==> src/rtl/mdec_pkg.sv <==
package mdec_pkg;

    typedef enum logic [2:0] {
        CL_NONE,
        CL_ERR,
        CL_ONE,
        CL_ZERO,
        CL_ZERO_ONE,
        CL_END
    } win_class_e;

    typedef enum logic [2:0] {
        ST_IDLE,
        ST_RUN,
        ST_SECOND,
        ST_PAD,
        ST_DONE
    } dec_state_e;

    typedef struct packed {
        logic valid;
        logic value;
    } bit_out_t;

    // Upper edge of the tolerance band around k quarters.
    function automatic int edge_limit(int k, int quarter, int tol_num, int tol_den);
        return k * quarter + (k * quarter * tol_num) / tol_den;
    endfunction

endpackage

==> src/rtl/mdec_sync.sv <==
module mdec_sync #(
    parameter int STAGES = 2
) (
    input  logic clk,
    input  logic rst,
    input  logic line_in,
    output logic rise
);
    logic [STAGES:0] pipe;

    always_ff @(posedge clk) begin
        if (rst) pipe <= '0;
        else     pipe <= {pipe[STAGES-1:0], line_in};
    end

    assign rise = pipe[STAGES-1] & ~pipe[STAGES];

    // a rising-edge pulse never lasts two cycles
    p_rise_single_r10: assert property (@(posedge clk) disable iff (rst)
        rise |=> !rise);

endmodule

==> src/rtl/mdec_timer.sv <==
module mdec_timer #(
    parameter int W   = 8,
    parameter int SAT = 189
) (
    input  logic         clk,
    input  logic         rst,
    input  logic         restart,
    output logic [W-1:0] elapsed
);
    localparam logic [W-1:0] SAT_V = W'(SAT);

    always_ff @(posedge clk) begin
        if (rst)                    elapsed <= '0;
        else if (restart)           elapsed <= W'(1);
        else if (elapsed != SAT_V)  elapsed <= elapsed + W'(1);
    end

    // distance counting starts at one cycle after an edge
    p_timer_restart_r11: assert property (@(posedge clk) disable iff (rst)
        restart |=> elapsed == W'(1));

    p_timer_bounded_r6: assert property (@(posedge clk) disable iff (rst)
        elapsed <= SAT_V);

endmodule

==> src/rtl/mdec_window.sv <==
module mdec_window
    import mdec_pkg::*;
#(
    parameter int QUARTER = 20,
    parameter int TOL_NUM = 1,
    parameter int TOL_DEN = 20,
    parameter int W       = 8
) (
    input  logic [W-1:0] elapsed,
    input  logic         last_bit,
    input  logic         rise,
    output win_class_e   cls
);
    localparam logic [W-1:0] LIM3 = W'(edge_limit(3, QUARTER, TOL_NUM, TOL_DEN));
    localparam logic [W-1:0] LIM5 = W'(edge_limit(5, QUARTER, TOL_NUM, TOL_DEN));
    localparam logic [W-1:0] LIM7 = W'(edge_limit(7, QUARTER, TOL_NUM, TOL_DEN));
    localparam logic [W-1:0] LIM9 = W'(edge_limit(9, QUARTER, TOL_NUM, TOL_DEN));

    logic [W-1:0] lim_end;

    always_comb begin
        lim_end = last_bit ? LIM9 : LIM7;
        cls     = CL_NONE;
        if (elapsed >= lim_end) begin
            cls = CL_END;
        end else if (rise) begin
            if (elapsed < LIM3)      cls = CL_ERR;
            else if (elapsed < LIM5) cls = last_bit ? CL_ONE  : CL_ZERO;
            else if (elapsed < LIM7) cls = last_bit ? CL_ZERO : CL_ZERO_ONE;
            else                     cls = CL_ZERO_ONE;
        end
    end

endmodule

==> src/rtl/mdec_fsm.sv <==
module mdec_fsm
    import mdec_pkg::*;
(
    input  logic       clk,
    input  logic       rst,
    input  logic       rise,
    input  win_class_e cls,
    output logic       last_bit,
    output logic       bit_valid,
    output logic       bit_value,
    output logic       msg_done,
    output logic       rx_err
);
    dec_state_e state;
    logic       odd;
    bit_out_t   emit;

    assign bit_valid = emit.valid;
    assign bit_value = emit.value;

    always_ff @(posedge clk) begin
        if (rst) begin
            state    <= ST_IDLE;
            odd      <= 1'b0;
            last_bit <= 1'b1;
            emit     <= '0;
            msg_done <= 1'b0;
            rx_err   <= 1'b0;
        end else begin
            emit     <= '0;
            msg_done <= 1'b0;
            rx_err   <= 1'b0;
            case (state)
                ST_IDLE: if (rise) begin
                    emit     <= '{valid: 1'b1, value: 1'b1};
                    last_bit <= 1'b1;
                    odd      <= 1'b1;
                    state    <= ST_RUN;
                end
                ST_RUN: case (cls)
                    CL_ERR: begin
                        rx_err   <= 1'b1;
                        last_bit <= 1'b1;
                        state    <= ST_IDLE;
                    end
                    CL_ONE: begin
                        emit     <= '{valid: 1'b1, value: 1'b1};
                        last_bit <= 1'b1;
                        odd      <= ~odd;
                    end
                    CL_ZERO: begin
                        emit     <= '{valid: 1'b1, value: 1'b0};
                        last_bit <= 1'b0;
                        odd      <= ~odd;
                    end
                    CL_ZERO_ONE: begin
                        emit  <= '{valid: 1'b1, value: 1'b0};
                        odd   <= ~odd;
                        state <= ST_SECOND;
                    end
                    CL_END: state <= (!last_bit || !odd) ? ST_PAD : ST_DONE;
                    default: ;
                endcase
                ST_SECOND: begin
                    emit     <= '{valid: 1'b1, value: 1'b1};
                    last_bit <= 1'b1;
                    odd      <= ~odd;
                    state    <= ST_RUN;
                end
                ST_PAD: begin
                    emit     <= '{valid: 1'b1, value: 1'b0};
                    last_bit <= 1'b0;
                    odd      <= ~odd;
                    state    <= ST_DONE;
                end
                ST_DONE: begin
                    msg_done <= 1'b1;
                    last_bit <= 1'b1;
                    state    <= ST_IDLE;
                end
                default: state <= ST_IDLE;
            endcase
        end
    end

    // an opening edge produces a single 1
    p_first_is_one_r1: assert property (@(posedge clk) disable iff (rst)
        (state == ST_IDLE && rise) |=> (bit_valid && bit_value));

    // a pair comes out as 0 then 1 on adjacent cycles
    p_pair_adjacent_r4: assert property (@(posedge clk) disable iff (rst)
        (state == ST_RUN && cls == CL_ZERO_ONE) |=> (bit_valid && !bit_value) ##1 (bit_valid && bit_value));

    // an error pulse comes with no bit and no completion
    p_err_quiet_r2: assert property (@(posedge clk) disable iff (rst)
        rx_err |-> (!bit_valid && !msg_done));

    // completion is a one-cycle pulse
    p_done_single_r9: assert property (@(posedge clk) disable iff (rst)
        msg_done |=> !msg_done);

    // the padding bit is always a 0
    p_pad_zero_r7: assert property (@(posedge clk) disable iff (rst)
        (state == ST_PAD) |=> (bit_valid && !bit_value));

endmodule

==> src/rtl/mrx_rise_decoder.sv <==
module mrx_rise_decoder
    import mdec_pkg::*;
#(
    parameter int QUARTER     = 20,
    parameter int TOL_NUM     = 1,
    parameter int TOL_DEN     = 20,
    parameter int SYNC_STAGES = 2
) (
    input  logic clk,
    input  logic rst,
    input  logic line_in,
    output logic bit_valid,
    output logic bit_value,
    output logic msg_done,
    output logic rx_err
);
    localparam int SAT = edge_limit(9, QUARTER, TOL_NUM, TOL_DEN);
    localparam int CW  = $clog2(SAT + 1);

    logic          rise;
    logic          last_bit;
    logic [CW-1:0] elapsed;
    win_class_e    cls;

    mdec_sync #(.STAGES(SYNC_STAGES)) u_sync (
        .clk     (clk),
        .rst     (rst),
        .line_in (line_in),
        .rise    (rise)
    );

    mdec_timer #(.W(CW), .SAT(SAT)) u_timer (
        .clk     (clk),
        .rst     (rst),
        .restart (rise),
        .elapsed (elapsed)
    );

    mdec_window #(
        .QUARTER (QUARTER),
        .TOL_NUM (TOL_NUM),
        .TOL_DEN (TOL_DEN),
        .W       (CW)
    ) u_window (
        .elapsed  (elapsed),
        .last_bit (last_bit),
        .rise     (rise),
        .cls      (cls)
    );

    mdec_fsm u_fsm (
        .clk       (clk),
        .rst       (rst),
        .rise      (rise),
        .cls       (cls),
        .last_bit  (last_bit),
        .bit_valid (bit_valid),
        .bit_value (bit_value),
        .msg_done  (msg_done),
        .rx_err    (rx_err)
    );

endmodule

==> config.mk <==
export PLATFORM = sky130hd
export DESIGN_NAME = mrx_rise_decoder
export DESIGN_NICKNAME = d
export VERILOG_FILES = /design/src/rtl/mdec_pkg.sv /design/src/rtl/mdec_sync.sv /design/src/rtl/mdec_timer.sv /design/src/rtl/mdec_window.sv /design/src/rtl/mdec_fsm.sv /design/src/rtl/mrx_rise_decoder.sv
export SDC_FILE = /design/constraint.sdc
export NUM_CORES = 1
export LEC_CHECK = 0
export BUFFER_PORTS_ARGS = -buffer_cell sky130_fd_sc_hd__buf_2
export CAP_MARGIN = 20
export CORE_MARGIN = 2
export CORE_UTILIZATION = 35
export CTS_CLUSTER_DIAMETER = 150
export DETAILED_ROUTE_END_ITERATION = 10
export SYNTH_ARGS = -nofsm -noshare
export SYNTH_HDL_FRONTEND = slang
export SYNTH_SLANG_ARGS = --single-unit
export TNS_END_PERCENT = 10
==> constraint.sdc <==
create_clock -name clk -period 2.55 [get_ports clk]
set_clock_uncertainty 0.2 [all_clocks]
set_input_delay 0 -clock clk [delete_from_list [all_inputs] [get_ports clk]]
set_output_delay 0 -clock clk [all_outputs]
set_load 0.005 [all_outputs]
==> impl_metrics.csv <==
group,metric,value,unit
power_and_ir_drop,ir_drop,318,uV
synth,synthTopCellsByCount,"20 x dfxtp_1, 13 x a21oi_1, 11 x nor2_1, 7 x ha_1, 7 x nor3_1",
clocking,cts_tree,"built",
synth,yosysMostFrequentCell,"dfxtp_1",
clocking,cts.sinks,20,
power_and_ir_drop,clkPwrFrac,32.3,%
clocking,cts_buffers,3,
timing,fin_setup_tns,0,ps
routing,first_pass_iters,4,
floorplan,start_util,37.2,%
floorplan,io_pins,7,
floorplan,die-area,3740,um2
layout,seqCellArea,400,um2
routing,first_iter_violations,63,
layout,area_growth_syn_to_layout,10.8,%
synth,synth_top_area_share,35.0,%
global_routing,grt_pass1_vias,860,
floorplan,rows,20,
clocking,post_cts_buffers,0,
routing,routed-via-count,953,
critical_path,crit_path_start_kind,"flop",
synth,synth-edff-count,0,
timing,period_minus_slack,2230,ps
placed_design,dp_cells,175,
critical_path,reg2regPathDepth,7,
routing,post_drt_wl_per_cell,12.9,um
clocking,htreeDepth,1,
run,drv_cap,0,
timing,setup-violations-final,0,
worst_hold_path,hold_path_class,"flop to flop",
routing,ant_nets,0,
clocking,clock_latency,300,ps
placed_design,dp_hpwl,1.65,mm
synth,synth_area,1140,um2
status,status,"completed",
timing,tightest_slew,384,ps
critical_path,worstPathRequired,2530,ps
global_routing,grt_usage,14.0,%
timing,rsz0062_at_grt,"no",
timing,max_slew_margin,74.4,%
layout,final_layout_size_suffix_gt1_share,13.8,%
synth,synth_warnings,0,
timing,finalHoldViolations,0,
global_routing,antenna_found_initial,0,
power_and_ir_drop,internal_power,0.438,mW
synth,yosysSeqAreaShare,35.0,%
timing,finalMaxSlewViolations,0,
layout,fin_cells,182,
placed_design,placedInstanceArea,1200,um2
floorplan,die_w,61.2,um
power_and_ir_drop,p_leak,0.464,nW
critical_path,end_kind,"flop",
synth,synthCells,132,
floorplan,die_y,61.2,um
global_routing,grt_max_degree,12,
synth,synth_top_cell_by_area,"dfxtp_1",
clocking,cts_root_buffer,"clkbuf_4",
synth,postSynthAreaPerCell,8.67,um2
power_and_ir_drop,comb_power_share,10.3,%
placed_design,port_buffers,6,
layout,diodes,0,
clocking,cts.path.max_buffers,2,
power_and_ir_drop,p_seq_share,57.5,%
layout,final_area,1270,um2
layout,multi_input_area,687,um2
routing,routed_wl,2.34,mm
layout,nets,149,
worst_hold_path,worstHoldPathCells,1,
layout,fillers,317,
synth,ys_ff_latch,20,
synth,synth_area_leaders,"dfxtp_1 35%, ha_1 7.7%, a21oi_1 5.7%",
timing,fmax,448,MHz
synth,synth_nets,142,
timing,period_share,87.6,%
power_and_ir_drop,netSwitchingFraction,25.4,%
power_and_ir_drop,p_per_area,463,nW/um2
global_routing,grt_pass1_wl,3.91,mm
critical_path,crit_arrival,2210,ps
routing,vias_per_cell,5.24,
synth,synth_flop_cell,"dfxtp_1",
power_and_ir_drop,p_switching,0.149,mW
placed_design,gp_congestion,0.891,
routing,drc,0,
global_routing,gr-total-overflow,0,
floorplan,coreArea,3080,um2
synth,ys_types,42,
critical_path,critPathMaxFanout,9,
synth,async_reset_ff_share,0,%
critical_path,critical_path_class,"flop to flop",
clocking,clk_pin_slew_worst_paths,110,ps
-- metal layers --
| layer | track usage, % | vias up | routed length [um] |
|---|---|---|---|
| met5 | 0 | - | 0 |
| met4 | 4.04 | 0 | 12 |
| met3 | 4.41 | 2 | 137 |
| met2 | 21.9 | 33 | 1060 |
| met1 | 18.7 | 425 | 1130 |
| li1 | - | 493 | - |
-- placed cells by master, fill, tap and decap left out, types with 2 or more instances in the layout --
cell           Yosys  final
ha_1               7      7
nand2_1            6      6
a21oi_1           13     13
dfxtp_1           20     20
o21ai_0            2      2
xor2_1             5      5
nor3_1             7      7
clkbuf_4           0      3
xnor2_1            2      2
a211oi_1           2      2
o21a_1             2      2
nor2b_1            4      4
nand3b_1           2      2
nand2b_1           2      2
a41oi_1            3      3
nor2_1            11     11
or3_1              2      2
dlygate4sd3_1      0      3
buf_2              4      6
nand4b_1           2      2
inv_1              6      6
nand3_1            5      5
-- power by group through the flow --
stage,clock (mW),combinational [mW],sequential [mW]
after CTS,0.198,0.0604,0.337
after detailed placement,0,0.0568,0.344
after global routing,0.206,0.0683,0.339
final,0.189,0.0604,0.337
after global placement,0,0.0557,0.344
after floorplan,0,0.0498,0.337
-- layout make-up --
class	instances	share of cell area, %
Tap cell	44	4.34
Timing Repair Buffer	10	5.33
Clock buffer	4	2.86
Inverter	6	1.78
Multi-Input combinational cell	98	54.1
Sequential cell	20	31.6
-- final timing paths --
path	startpoint	to	slack [ps]
worst max-delay path	u_fsm.last_bit	u_fsm.last_bit	320
worst min-delay path	u_sync.pipe[0]	u_sync.pipe[1]	260
worst max register to register	u_fsm.last_bit	u_fsm.last_bit	320
worst min register to register	u_sync.pipe[0]	u_sync.pipe[1]	260
-- metrics by stage --
stage,util (%),hold WS (ps),worst slack [ps],total power [mW]
3_3_place_gp,39.1,12.1,476,0.399
2_1_floorplan,-,-71.8,466,0.386
6_report,41.2,259,317,0.587
3_5_place_dp,39.1,23.7,369,0.401
5_1_grt,41.2,267,158,0.613
4_1_cts,41.2,257,349,0.595
-- logic make-up after synthesis --
logic type                 share of synthesized area, %
buffers and inverters                              5.03
AOI/OAI and AO/OA                                  22.6
adders and majority gates                          7.65
xor gates and xnor gates                           5.36
and+or+nand+nor                                    24.4
DFF                                                35.0
-- worst max-delay path: stages, from the launching register on --
cell	delay (ps)
dfxtp_1	530
inv_1	160
ha_1	340
a21oi_1	140
o21a_1	170
o21ai_2	120
a2111oi_2	270
o221ai_1	180
-- flip-flops by register name, indices dropped and copies added, names as in the netlist --
register         cells
u_sync.pipe          3
u_fsm.bit_value      1
u_fsm.last_bit       1
u_fsm.state          3
u_fsm.bit_valid      1
u_fsm.odd            1
u_fsm.msg_done       1
u_timer.elapsed      8
u_fsm.rx_err         1
-- what timing repair did --
action | in CTS | in global routing
hold buffers | 3 | 0
hold endpoints to repair | 13 | 0
gates resized for setup | 0 | 0
(Power assumes the default switching activity.)
